[src/rtl/wdp_pkg.sv]
package wdp_pkg;

  // Quarter-period earlier position, wrapped into the period (dw bits).
  function automatic int unsigned wrdata_of(int unsigned d, int unsigned dw);
    int unsigned q;
    int unsigned m;
    q = 1 << (dw - 2);
    m = (1 << dw) - 1;
    if (d > q) return (d - q) & m;
    else       return (d + 3 * q) & m;
  endfunction

  // Just below the half point, within w steps.
  function automatic logic near_below(int unsigned d, int unsigned w, int unsigned dw);
    int unsigned h;
    h = 1 << (dw - 1);
    return (d < h) && (d + w >= h);
  endfunction

  // At or just above the half point, within w steps.
  function automatic logic near_above(int unsigned d, int unsigned w, int unsigned dw);
    int unsigned h;
    h = 1 << (dw - 1);
    return (d >= h) && (d <= h + w);
  endfunction

endpackage

[src/rtl/wdp_lane_map.sv]
module wdp_lane_map #(
  parameter int DLY_W = 7
) (
  input  logic [DLY_W-1:0] wrdqs_dly,
  output logic             wrdqs_lt_half,
  output logic [DLY_W-1:0] wrdata_dly,
  output logic             wrdata_lt_half
);
  always_comb begin
    wrdqs_lt_half  = ~wrdqs_dly[DLY_W-1];
    wrdata_dly     = DLY_W'(wdp_pkg::wrdata_of(32'(wrdqs_dly), DLY_W));
    wrdata_lt_half = ~wrdata_dly[DLY_W-1];
  end
endmodule

[src/rtl/wdp_straddle_det.sv]
module wdp_straddle_det #(
  parameter int NUM_LANES = 9,
  parameter int DLY_W     = 7
) (
  input  logic [NUM_LANES*DLY_W-1:0] wrdata_dly,
  input  logic [DLY_W-2:0]           near_win,
  output logic                       any_below,
  output logic                       any_above,
  output logic                       straddle
);
  logic [NUM_LANES-1:0] hit_below;
  logic [NUM_LANES-1:0] hit_above;

  for (genvar k = 0; k < NUM_LANES; k++) begin : g_lane
    always_comb begin
      hit_below[k] = wdp_pkg::near_below(32'(wrdata_dly[k*DLY_W +: DLY_W]),
                                         32'(near_win), DLY_W);
      hit_above[k] = wdp_pkg::near_above(32'(wrdata_dly[k*DLY_W +: DLY_W]),
                                         32'(near_win), DLY_W);
    end
  end

  assign any_below = |hit_below;
  assign any_above = |hit_above;
  assign straddle  = any_below & any_above;
endmodule

[src/rtl/wdp_lat_adj.sv]
module wdp_lat_adj #(
  parameter int LAT_W = 6
) (
  input  logic [LAT_W-1:0] lat_in,
  input  logic             dec,
  output logic [LAT_W-1:0] lat_out
);
  always_comb begin
    if (dec && (lat_in != '0)) lat_out = lat_in - 1'b1;
    else                       lat_out = lat_in;
  end
endmodule

[src/rtl/wdp_phase_derive.sv]
module wdp_phase_derive #(
  parameter int NUM_LANES = 9,
  parameter int DLY_W     = 7,
  parameter int LAT_W     = 6
) (
  input  logic                       clk,
  input  logic                       rst_n,
  input  logic                       start_i,
  input  logic [NUM_LANES*DLY_W-1:0] wrdqs_dly_i,
  input  logic [DLY_W-2:0]           near_win_i,
  input  logic [LAT_W-1:0]           wr_lat_i,
  input  logic [LAT_W-1:0]           rd_lat_i,
  output logic                       valid_o,
  output logic                       straddle_o,
  output logic [NUM_LANES-1:0]       wrdqs_lt_half_o,
  output logic [NUM_LANES*DLY_W-1:0] wrdata_dly_o,
  output logic [NUM_LANES-1:0]       wrdata_lt_half_o,
  output logic [NUM_LANES-1:0]       wclk_dly_o,
  output logic [LAT_W-1:0]           wr_lat_o,
  output logic [LAT_W-1:0]           rd_lat_o
);
  localparam int VEC_W = NUM_LANES * DLY_W;

  // Named combinational events.
  logic [NUM_LANES-1:0] nx_dqs_lt;
  logic [VEC_W-1:0]     nx_wd;
  logic [NUM_LANES-1:0] nx_wd_lt;
  logic                 nx_any_below;
  logic                 nx_any_above;
  logic                 nx_straddle;
  logic [NUM_LANES-1:0] nx_wclk;
  logic [LAT_W-1:0]     nx_wr_lat;
  logic [LAT_W-1:0]     nx_rd_lat;

  for (genvar k = 0; k < NUM_LANES; k++) begin : g_map
    wdp_lane_map #(.DLY_W(DLY_W)) u_map (
      .wrdqs_dly      (wrdqs_dly_i[k*DLY_W +: DLY_W]),
      .wrdqs_lt_half  (nx_dqs_lt[k]),
      .wrdata_dly     (nx_wd[k*DLY_W +: DLY_W]),
      .wrdata_lt_half (nx_wd_lt[k])
    );
  end

  wdp_straddle_det #(.NUM_LANES(NUM_LANES), .DLY_W(DLY_W)) u_det (
    .wrdata_dly (nx_wd),
    .near_win   (near_win_i),
    .any_below  (nx_any_below),
    .any_above  (nx_any_above),
    .straddle   (nx_straddle)
  );

  assign nx_wclk = nx_straddle ? ~nx_wd_lt : '0;

  wdp_lat_adj #(.LAT_W(LAT_W)) u_wr_lat (
    .lat_in (wr_lat_i), .dec (nx_straddle), .lat_out (nx_wr_lat)
  );
  wdp_lat_adj #(.LAT_W(LAT_W)) u_rd_lat (
    .lat_in (rd_lat_i), .dec (nx_straddle), .lat_out (nx_rd_lat)
  );

  always_ff @(posedge clk or negedge rst_n) begin
    if (!rst_n) begin
      valid_o          <= 1'b0;
      straddle_o       <= 1'b0;
      wrdqs_lt_half_o  <= '0;
      wrdata_dly_o     <= '0;
      wrdata_lt_half_o <= '0;
      wclk_dly_o       <= '0;
      wr_lat_o         <= '0;
      rd_lat_o         <= '0;
    end else begin
      valid_o <= start_i;
      if (start_i) begin
        straddle_o       <= nx_straddle;
        wrdqs_lt_half_o  <= nx_dqs_lt;
        wrdata_dly_o     <= nx_wd;
        wrdata_lt_half_o <= nx_wd_lt;
        wclk_dly_o       <= nx_wclk;
        wr_lat_o         <= nx_wr_lat;
        rd_lat_o         <= nx_rd_lat;
      end
    end
  end
endmodule

[config.mk]
export PLATFORM = sky130hd
export DESIGN_NAME = wdp_phase_derive
export DESIGN_NICKNAME = d
export VERILOG_FILES = /design/src/rtl/wdp_pkg.sv /design/src/rtl/wdp_lane_map.sv /design/src/rtl/wdp_straddle_det.sv /design/src/rtl/wdp_lat_adj.sv /design/src/rtl/wdp_phase_derive.sv
export SDC_FILE = /design/constraint.sdc
export NUM_CORES = 1
export LEC_CHECK = 0
export BUFFER_PORTS_ARGS = -buffer_cell sky130_fd_sc_hd__buf_2
export CAP_MARGIN = 0
export CELL_PAD_IN_SITES_DETAIL_PLACEMENT = 1
export CELL_PAD_IN_SITES_GLOBAL_PLACEMENT = 1
export CORE_ASPECT_RATIO = 1.1
export CORE_MARGIN = 1.5
export CORE_UTILIZATION = 44
export DETAILED_ROUTE_END_ITERATION = 16
export PLACE_DENSITY = 0.95
export SKIP_CTS_REPAIR_TIMING = 1
export SLEW_MARGIN = 25
export SYNTH_ARGS = -nofsm -noshare
export SYNTH_HDL_FRONTEND = slang
export SYNTH_SLANG_ARGS = --single-unit
[constraint.sdc]
create_clock -name clk -period 2.19 [get_ports clk]
set_input_delay 0.3285 -clock clk [delete_from_list [all_inputs] [get_ports clk]]
set_output_delay 0.3285 -clock clk [all_outputs]
set_load 0.01 [all_outputs]
==> out/qor.txt, run 1 <==
Iter 0 DRT Violations: 505
First-pass GRT wire length: 37.2 mm
Synth cell types: 54
Initial antenna violation count: 1
Dpl hpwl: 19.1 mm
Crit path launch type: input port
Part of the power in the clock network: 28.3%
Chip width: 122 microns
Total gr overflow: 0
Yosys warnings: 0
Max Root-Sink Buffers: 2
Row count: 47
DRC: 0
Post-synthesis async set-or-reset flop share: 100%
CTS Root Cell: clkbuf_16
Setup CP Type: in -> reg
Count of port buffers added during placement: 187
Core Area: 15,100 sq um
Final core occ: 63.3%
Number of flops mapped to enable cells by yosys: 0
Wire per inst: 25.1 microns
Post-Route Skew: 0 ps
Htree depth: 3
Routed Antenna Nets: 0
Num CTS Buffers: 9
Final Non-Filler Cells: 1,126
GR Layer Usage met2: 54.7%
Layout cells sized above 1: 47.8%
Clock Latency Late Sink: 360 ps
Total track usage: 30.3%
WL final: 28.3 mm
Area growth syn-to-layout: 39.7%
Nets: 1,138
Crit path time final: 2960 ps
Hold path start: wrdqs_dly_i[30]
Dominant synthesized flop cell: dfrtp_1
Commonest non-fill, non-tap cell in the layout: buf_2
Synth Cell Area: 6850 sq um
Hold EP: wrdata_dly_o[30]$_DFFE_PN0P_
Final Max Tran Viols: 0
Most frequent cells in the layout: 182 x buf_2, 107 x buf_4, 104 x dfrtp_1
Net Sw Frac: 35.3%
Die ar.: 16,300 sq um
Vias: 6,634
Num ports: 188
Setup crit start: near_win_i[5]
Worst hold path type: in -> reg
Pre-antenna DRT Iters: 5
Seq/Total Area, Yosys: 38.0%
Fill cells: 1,675
Final setup viols: 22
Cells after synthesis: 628
Max Cap Violations: 0
Failing checks: negative setup slack
Largest net degree at the start of global routing: 94
Peak VDD IR: 0.737 mV
Avg Cell Area, Syn: 10.9 sq um
Status: finished, violations left
Slew @ Worst Pin: 717 ps
Worst R2R Start: rd_lat_o[0]$_DFFE_PN0P_
Initial Util: 45.3%
Worst r2r dst: rd_lat_o[0]$_DFFE_PN0P_
Final period util: 135%
Combinational power share: 33.3%
CTS tree: done
Clock-pin slew on the worst setup and hold paths: 80 ps
Register share of total power: 38.4%
Sw Pwr: 0.00211 W
Slew HR: 51.8%
Hold Crit Depth: 2
Crit path required time: 2450 ps
Post-Syn Nets: 842
Hold Slack: 232 ps
Lkg Pwr: 4.69 nW
Crit end category: flip-flop
Register bit total from synthesis: 104
Placed cell count: 1,095
Worst EP arrival: 3220 ps
Max FO, Critical Path: 6
GP Congestion: 0.947
GRT met3 Usage: 4.17%
Final hold vios: 0
Floorplan die height: 134 microns
Worst R2R Path Depth: 2
Met1 Use GR: 35.0%
GRT busiest layer: met2
Vias in the first global route: 6,918
Power density cells: 624 nW/um^2
R2R setup slack: 1300 ps
RSZ-0062 raised after global routing: true
Post-DR vias/cell: 5.89
CTS sink cnt: 104
Worst setup margin: -770 ps
Internal power: 0.00386 W
Fmax: 338 MHz
## Yosys cell counts, drive strengths merged, types with 3 or more instances
library cell  instances  area share (%)
dfrtp               104              38
a221oi                4            0.51
a31oi                 9            0.82
nand4                 8            0.73
o311ai                5            0.64
mux2                 64              11
nor2b                12             1.1
buf                   6            0.55
nand2                26             1.4
a21oi                27             2.0
nor3b                 4            0.44
o22ai                 5            0.46
ha                  121              22
o21a                  6            0.66
fa                    9             2.6
nand2b               11             1.0
clkbuf               12            0.66
nand3                10            0.80
o221ai                3            0.47
nor2                 34             1.9
nor3                 12            0.88
o21ai                20             1.5
o31ai                15             1.8
or3                   6            0.55
a211oi                8            0.88
inv                  54             3.0
or4                   8             1.0
## per-stage QoR
stage               cell area, sq um  setup TNS (ps)  total power (W)  setup WS [ps]
detailed placement              8790          -21110          0.00404          -1100
finish                          9570          -14730          0.00597           -770
floorplan                       6870           -8690          0.00311           -422
global placement                8790          -17530          0.00391           -931
CTS                             9080          -12410          0.00571           -725
global route                    9570          -16360          0.00620           -836
## how the worst max path moves through the flow
stage	to	slack, ps	cells past startpoint
finish	wr_lat_o[1]$_DFFE_PN0P_	-770	13
detailed placement	rd_lat_o[4]$_DFFE_PN0P_	-1100	13
CTS	rd_lat_o[4]$_DFFE_PN0P_	-720	13
global placement	wr_lat_o[3]$_DFFE_PN0P_	-930	13
floorplan	wr_lat_o[3]$_DFFE_PN0P_	-420	11
global route	wr_lat_o[1]$_DFFE_PN0P_	-840	13
## power groups by stage
| stage | sequential, W | combinational [W] | clock, W |
|---|---|---|---|
| 6_report | 0.00229 | 0.00199 | 0.00169 |
| 4_1_cts | 0.00228 | 0.00173 | 0.00169 |
| 3_3_place_gp | 0.00230 | 0.00161 | 0 |
| 5_1_grt | 0.00231 | 0.00211 | 0.00178 |
| 2_1_floorplan | 0.00241 | 0.000696 | 0 |
| 3_5_place_dp | 0.00232 | 0.00172 | 0 |
## worst max-delay path, stage by stage
cell and delay (ps):
buf_2 110, inv_1 230, buf_4 190, ha_1 280, nand4b_1 210, nor2_1 80, nor2_1 120, nand4_1 110
or4_4 590, o31ai_4 460, buf_6 170, nor4_2 40, a211o_1 300
## per-layer routing
layer / up-vias / routed length (microns) / share of wire [%]
met3: 111 / 1680 / 5.9
met1: 3372 / 10600 / 38
met5: - / 0 / 0
li1: 2843 / - / -
met2: 308 / 14600 / 52
met4: 0 / 1400 / 5.0
## cell type report
class                           count  area, sq um  area share [%]
Sequential cell                   104         2600            27.2
Tap cell                          196          245            2.56
Timing Repair Buffer              303         1900            19.9
Inverter                           54          213            2.22
Multi-Input combinational cell    452         4310            45.0
Clock inverter                      7         68.8           0.719
Clock buffer                        9          225            2.35
Antenna cell                        1         2.50          0.0262
## flip-flops by register name (all words and copies together), names as in the netlist
register	flops
valid_o	1
wrdata_dly_o	63
wrdata_lt_half_o	9
straddle_o	1
wr_lat_o	6
wrdqs_lt_half_o	9
rd_lat_o	6
wclk_dly_o	9
## kinds of logic after synthesis
logic type / count (synthesis) / synth area share (%)
mux: 64 / 10.5
flops: 104 / 38.0
fa+ha+maj: 130 / 24.7
simple gates: 141 / 10.9
buf+inv: 72 / 4.16
compound gates: 117 / 11.7
Note: power is estimated with default switching activity, not from simulation.
==> inputs of run 2 (changes only) <==
- CORE_UTILIZATION: 44 -> 35
- PLACE_DENSITY: 0.95 -> 0.81
- clock period: 2.19 -> 3.65 ns (I/O delays scaled with it)
==> out/qor.txt, run 2 (same netlist as run 1, synthesis figures left out) <==
Status: complete, no violations
Register share of total power: 41.1% (+2.7 points)
Num CTS Buffers: 9 (unchanged)
Setup CP Type: in -> reg
Post-route cell area: 8520 sq um (-11%)
Num ports: 188 (unchanged)
Dpl hpwl: 16.6 mm (-13%)
Pre-antenna DRT Iters: 4 (-1)
Htree depth: 3 (unchanged)
Total gr overflow: 0 (unchanged)
Power density cells: 390 nW/um^2 (-38%)
Routed Antenna Nets: 0 (unchanged)
Placed cell count: 1,066 (-2.6%)
Initial Util: 35.7% (-9.6 points)
Post-DR vias/cell: 5.16 (-12%)
Core Area: 19,200 sq um (+27%)
Iter 0 DRT Violations: 194 (-62%)
Layout cells sized above 1: 35.9% (-12 points)
Chip width: 136 microns (+12%)
Max Cap Violations: 0 (unchanged)
Total track usage: 21.0% (-9.3 points)
Vias: 5,584 (-16%)
Fill cells: 2,227 (+33%)
Ant diodes: 0 (-1)
CTS sink cnt: 104 (unchanged)
CTS tree: done
Wire per inst: 19.1 microns (-24%)
Die ar.: 20,400 sq um (+25%)
Peak VDD IR: 0.218 mV (-70%)
Final Non-Filler Cells: 1,082 (-3.9%)
Crit path launch type: input port
Combinational power share: 27.3% (-6.0 points)
Clock Latency Late Sink: 350 ps (about the same)
Max FFs per register: 63 (unchanged)
Commonest non-fill, non-tap cell in the layout: buf_2
Final period util: 90.6%
Fmax: 302 MHz
Area growth syn-to-layout: 24.3%
Worst setup margin: 343 ps (+1110 ps)
Most frequent cells in the layout: 185 x buf_2, 121 x ha_1, 104 x dfrtp_1
Slew @ Worst Pin: 889 ps (+173 ps)
Final setup viols: 0 (-100%)
RSZ-0062 raised after global routing: false
Floorplan die height: 150 microns (+12%)
Top reg by flops: wrdata_dly_o
Max FO, Critical Path: 17 (+11)
Hold Slack: 229 ps (-2.85 ps)
Worst hold path type: in -> async
Largest net degree at the start of global routing: 61 (-35%)
GP Congestion: 0.828 (-13%)
Row count: 53 (+13%)
Final hold vios: 0 (unchanged)
Nets: 1,044 (-8.3%)
Max Root-Sink Buffers: 2 (unchanged)
Clock-pin slew on the worst setup and hold paths: 80 ps (about the same)
Vias in the first global route: 6,079 (-12%)
Initial antenna violation count: 0 (-1)
Dpl cell area: 8200 sq um (-6.7%)
Lkg Pwr: 4.19 nW (-11%)
Crit path time final: 3310 ps
Pre-CTS WS: -20.1 ps (+1080 ps)
WL final: 20.7 mm (-27%)
First-pass GRT wire length: 32.5 mm (-13%)
Crit end category: flip-flop
Count of port buffers added during placement: 187 (unchanged)
Internal power: 0.00223 W (-42%)
Final Max Tran Viols: 0 (unchanged)
Net Sw Frac: 32.7% (-2.6 points)
Sw Pwr: 0.00109 W (-48%)
Post-Route Skew: 0 ps (unchanged)
Part of the power in the clock network: 31.6% (+3.3 points)
DRC: 0 (unchanged)
Slew HR: 40.2% (-12 points)
CTS Root Cell: clkbuf_16
Worst EP arrival: 3580 ps (+360 ps)
Crit path required time: 3920 ps (+1470 ps)
[run 2: changes by cell type in the layout (fill, tap and decap cells not counted), moves of 4 or more]
cell / before / now
or4_4: 6 / 1
buf_6: 8 / 0
fa_2: 5 / 0
ha_2: 6 / 0
fa_1: 4 / 9
or4_2: 0 / 4
buf_4: 107 / 23
o311ai_0: 0 / 5
o311ai_1: 4 / 0
ha_1: 103 / 121
ha_4: 12 / 0
inv_1: 49 / 53
[run 2: metal layers]
layer / vias up / part of all wire, % / GRT usage, %
met2: 152 / 49 / 36.8
met3: 23 / 5.3 / 4.07
li1: 2647 / - / -
met4: 0 / 2.1 / 5.64
met1: 2762 / 43 / 26.1
met5: - / 0 / 0
[run 2: final cells by class]
cell class / instances / area [sq um] / share of cell area (%)
clock buffers: 9 / 225 / 2.64
clock inverters: 7 / 95.1 / 1.12
inverters: 54 / 203 / 2.38
multi-input cells: 452 / 3960 / 46.5
flip-flops and latches: 104 / 2600 / 30.6
well taps: 247 / 309 / 3.63
repair buffers: 209 / 1120 / 13.1
[run 2: through the flow]
stage | total power [W] | util [%] | TNS, ps
after CTS | 0.00337 | 44.4 | 0
after global routing | 0.00351 | 44.4 | 0
final | 0.00332 | 44.4 | 0
after global placement | 0.00226 | 42.8 | 0
after floorplan | 0.00186 | - | 0
after detailed placement | 0.00230 | 42.8 | -30.2
[run 2: worst paths after layout]
check	cells after the start	start	slack (ps)	endpoint
max in group asynchronous	2	rst_n	2690	wrdata_dly_o[7]$_DFFE_PN0P_
min reg2reg	2	wclk_dly_o[1]$_DFFE_PN0P_	480	wclk_dly_o[1]$_DFFE_PN0P_
max reg2reg	2	rd_lat_o[0]$_DFFE_PN0P_	2710	rd_lat_o[0]$_DFFE_PN0P_
max	12	near_win_i[3]	340	rd_lat_o[2]$_DFFE_PN0P_
min	1	rst_n	230	rd_lat_o[5]$_DFFE_PN0P_
min in group clk	2	wrdqs_dly_i[0]	470	wrdata_dly_o[0]$_DFFE_PN0P_
[run 2: power groups by stage]
stage / clock network (W) / logic (W) / registers [W]
4_1_cts: 0.00109 / 0.000920 / 0.00137
5_1_grt: 0.00112 / 0.00100 / 0.00138
3_3_place_gp: 0 / 0.000882 / 0.00138
2_1_floorplan: 0 / 0.000415 / 0.00145
3_5_place_dp: 0 / 0.000915 / 0.00139
6_report: 0.00105 / 0.000905 / 0.00136
[run 2: worst max-delay path: stages]
cell,delay (ps)
buf_2,90
inv_1,200
ha_1,420
nand3_2,110
o221ai_2,160
o221a_1,200
o22ai_1,100
or4_4,590
o31ai_4,610
buf_4,260
o21ai_0,80
a31oi_1,190
==> inputs of run 3 (changes only) <==
- ABC_AREA: unset -> 1
- PLACE_DENSITY: 0.81 -> 0.84
==> out/qor.txt, run 3 <==
Top cell type by total area after synthesis: dfrtp_1
Sw Pwr: 0.00111 W (+2.6%)
Max FFs per register: 63 (unchanged)
DRC: 0 (unchanged)
Most frequent cells in the layout: 327 x nand2_1, 186 x buf_2, 121 x ha_1
Commonest non-fill, non-tap cell in the layout: nand2_1
Setup CP Type: in -> reg
Synth top area share: 37.0% (-1.0 points)
Largest net degree at the start of global routing: 77 (+26%)
Iter 0 DRT Violations: 250 (+29%)
CTS tree: done
Top reg by flops: wrdata_dly_o
Yosys warnings: 0 (unchanged)
Vias: 6,453 (+16%)
WL final: 22.3 mm (+7.5%)
Worst hold path type: in -> async
Xor and xnor area share after synthesis: 0.995% (+1.0 points)
Power Total: 0.00335 W (+1.1%)
Synth top cells by count: 327 x nand2_1, 121 x ha_1, 104 x dfrtp_1
CP max-delay cell: ha_1
Vias in the first global route: 6,715 (+10%)
Crit path time final: 2740 ps (-569 ps)
CTS sink cnt: 104 (unchanged)
Seq/Total Area, Yosys: 37.0% (-1.0 points)
Synth Area in Adders: 24.1% (-0.67 points)
Register bit total from synthesis: 104 (unchanged)
Placed cell count: 1,303 (+22%)
Lkg Pwr: 5.01 nW (+20%)
Pre-antenna DRT Iters: 4 (unchanged)
Final Max Tran Viols: 0 (unchanged)
Initial antenna violation count: 1 (+1)
Wire per inst: 16.9 microns (-12%)
Chip width: 138 microns (+1.3%)
Final Non-Filler Cells: 1,319 (+22%)
First-pass GRT wire length: 35.9 mm (+10%)
Most common cell on crit path: nand2_1
Routed Antenna Nets: 0 (unchanged)
Final setup viols: 0 (unchanged)
RSZ-0062 raised after global routing: false
Final hold vios: 0 (unchanged)
Clock-pin slew on the worst setup and hold paths: 80 ps (about the same)
Cells after synthesis: 879 (+40%)
CTS Root Cell: clkbuf_16
Die ar.: 21,000 sq um (+2.7%)
Dpl hpwl: 17.1 mm (+3.2%)
Worst EP arrival: 3010 ps (-570 ps)
Synth cell types: 26 (-52%)
Max Root-Sink Buffers: 2 (unchanged)
Post-Syn Nets: 1,093 (+30%)
Power density cells: 390 nW/um^2 (+0.16%)
Htree depth: 3 (unchanged)
Setup TNS Final: 0 ps (unchanged)
Internal power: 0.00224 W (+0.38%)
Net Sw Frac: 33.2% (+0.48 points)
Final period util: 75.0% (-16 points)
Total gr overflow: 0 (unchanged)
Post-DR vias/cell: 4.89 (-5.2%)
Crit path required time: 3920 ps (about the same)
Slew @ Worst Pin: 797 ps (-92.6 ps)
CP top delay family: simple AND/OR/NAND/NOR gates
Clock Latency Late Sink: 350 ps (about the same)
Peak VDD IR: 0.212 mV (-2.7%)
Total track usage: 21.9% (+0.91 points)
Nets: 1,276 (+22%)
Crit-path max cell delay: 440 ps (-170 ps)
Final core occ: 43.4% (-1.0 points)
Post-Route Skew: 0 ps (unchanged)
Area growth syn-to-layout: 22.1%
Post-synthesis async set-or-reset flop share: 100% (unchanged)
Slew HR: 46.9% (+6.7 points)
Ranking of synthesized cells by area: dfrtp_1 37%, ha_1 22%, nand2_1 17%
Avg Cell Area, Syn: 8.01 sq um (-27%)
Crit-path cells: buf_2 -> inv_1 -> ha_1 -> a21oi_1 -> nand2_1 -> nand2_1 -> nand2_1 -> nand2_1 -> nand2_1 -> nand2_1 -> nor2_4 -> nand3_4 -> nand3_1 -> o21ai_0
Max FO, Critical Path: 16 (-1)
Crit path launch type: input port
Row count: 54 (+1.9%)
Num ports: 188 (unchanged)
Status: complete, no violations
Fmax: 365 MHz (+21%)
Floorplan die height: 152 microns (+1.3%)
Number of flops mapped to enable cells by yosys: 0 (unchanged)
Combinational power share: 26.8% (-0.5 points)
Register share of total power: 40.5% (-0.6 points)
Ant diodes: 0 (unchanged)
Num CTS Buffers: 9 (unchanged)
GP Congestion: 0.869 (+5.0%)
Core Area: 19,800 sq um (+3.3%)
Compound-Gate Fraction of Synth Area: 6.58% (-5.1 points)
Synth Area in Simple Gates: 24.6% (+14 points)
Crit end category: flip-flop
Synth Cell Area: 7040 sq um (+2.8%)
Layout cells sized above 1: 20.3% (-16 points)
Part of the power in the clock network: 32.7% (+1.1 points)
Count of port buffers added during placement: 187 (unchanged)
Mux share of post-synthesis cell area: 0% (-11 points)
Combinational family with the most area after synthesis: simple AND/OR/NAND/NOR gates
Count leader, synth: nand2_1
Initial Util: 35.6% (-0.18 points)
WP buf/inv: 2 (-1)
Dominant synthesized flop cell: dfrtp_1
Max Cap Violations: 0 (unchanged)
[run 3: per-layer routing]
metal  up-vias  GRT usage (%)  routed length [microns]
li1       3131              -                        -
met1      3138           27.0                     9760
met2       154           39.4                    11200
met3        28           3.65                      879
met4         2           6.53                      367
met5         -              0                       11
[run 3: logic make-up (layout without fill, tap and decap cells)]
family / Yosys count / in the layout
adders and majority gates: 130 / 130
and+or+nand+nor: 425 / 425
DFF: 104 / 104
AOI/OAI and AO/OA: 87 / 87
xor gates and xnor gates: 8 / 8
buffers and inverters: 125 / 313
[run 3: final cells by class]
cell class                      count  area, sq um
Multi-Input combinational cell    650         3960
Sequential cell                   104         2600
Tap cell                          252          315
Fill cell                        2466        11200
Clock buffer                       11          243
Inverter                          103          389
Clock inverter                      5         85.1
Timing Repair Buffer              194         1000
[run 3: worst paths after layout]
kind / to / startpoint / depth (start not counted) / slack (ps)
worst max-delay path: wclk_dly_o[5]$_DFFE_PN0P_ / near_win_i[3] / 14 / 910
worst min-delay path: wrdata_dly_o[25]$_DFFE_PN0P_ / rst_n / 1 / 260
worst max register to register: wrdata_dly_o[35]$_DFFE_PN0P_ / wrdata_dly_o[35]$_DFFE_PN0P_ / 2 / 2940
worst min register to register: wrdata_lt_half_o[5]$_DFFE_PN0P_ / wrdata_lt_half_o[5]$_DFFE_PN0P_ / 2 / 470
max in group asynchronous: wrdata_dly_o[0]$_DFFE_PN0P_ / rst_n / 2 / 2630
min in group clk: wrdqs_lt_half_o[4]$_DFFE_PN0P_ / wrdqs_dly_i[34] / 2 / 410
[run 3: per-stage QoR]
step,hold slack (ps),area [sq um],worst slack (ps)
final,260,8600,912
after global routing,312,8600,747
after CTS,288,8600,937
after detailed placement,455,8270,601
after global placement,450,8270,721
after floorplan,252,7040,1520
[run 3: power by group through the flow]
stage / Clock (W) / Combinational, W / Sequential [W]
after floorplan: 0 / 0.000424 / 0.00144
after CTS: 0.00113 / 0.000912 / 0.00136
final: 0.00110 / 0.000898 / 0.00136
after detailed placement: 0 / 0.000903 / 0.00138
after global placement: 0 / 0.000869 / 0.00138
after global routing: 0.00117 / 0.00102 / 0.00138
[run 3: worst reg2reg max path: cells and delay by family, from the launching register on]
kind               cells  cell delay, ps
DFF                    1             410
AOI/OAI and AO/OA      1              80
and+or+nand+nor        1              70
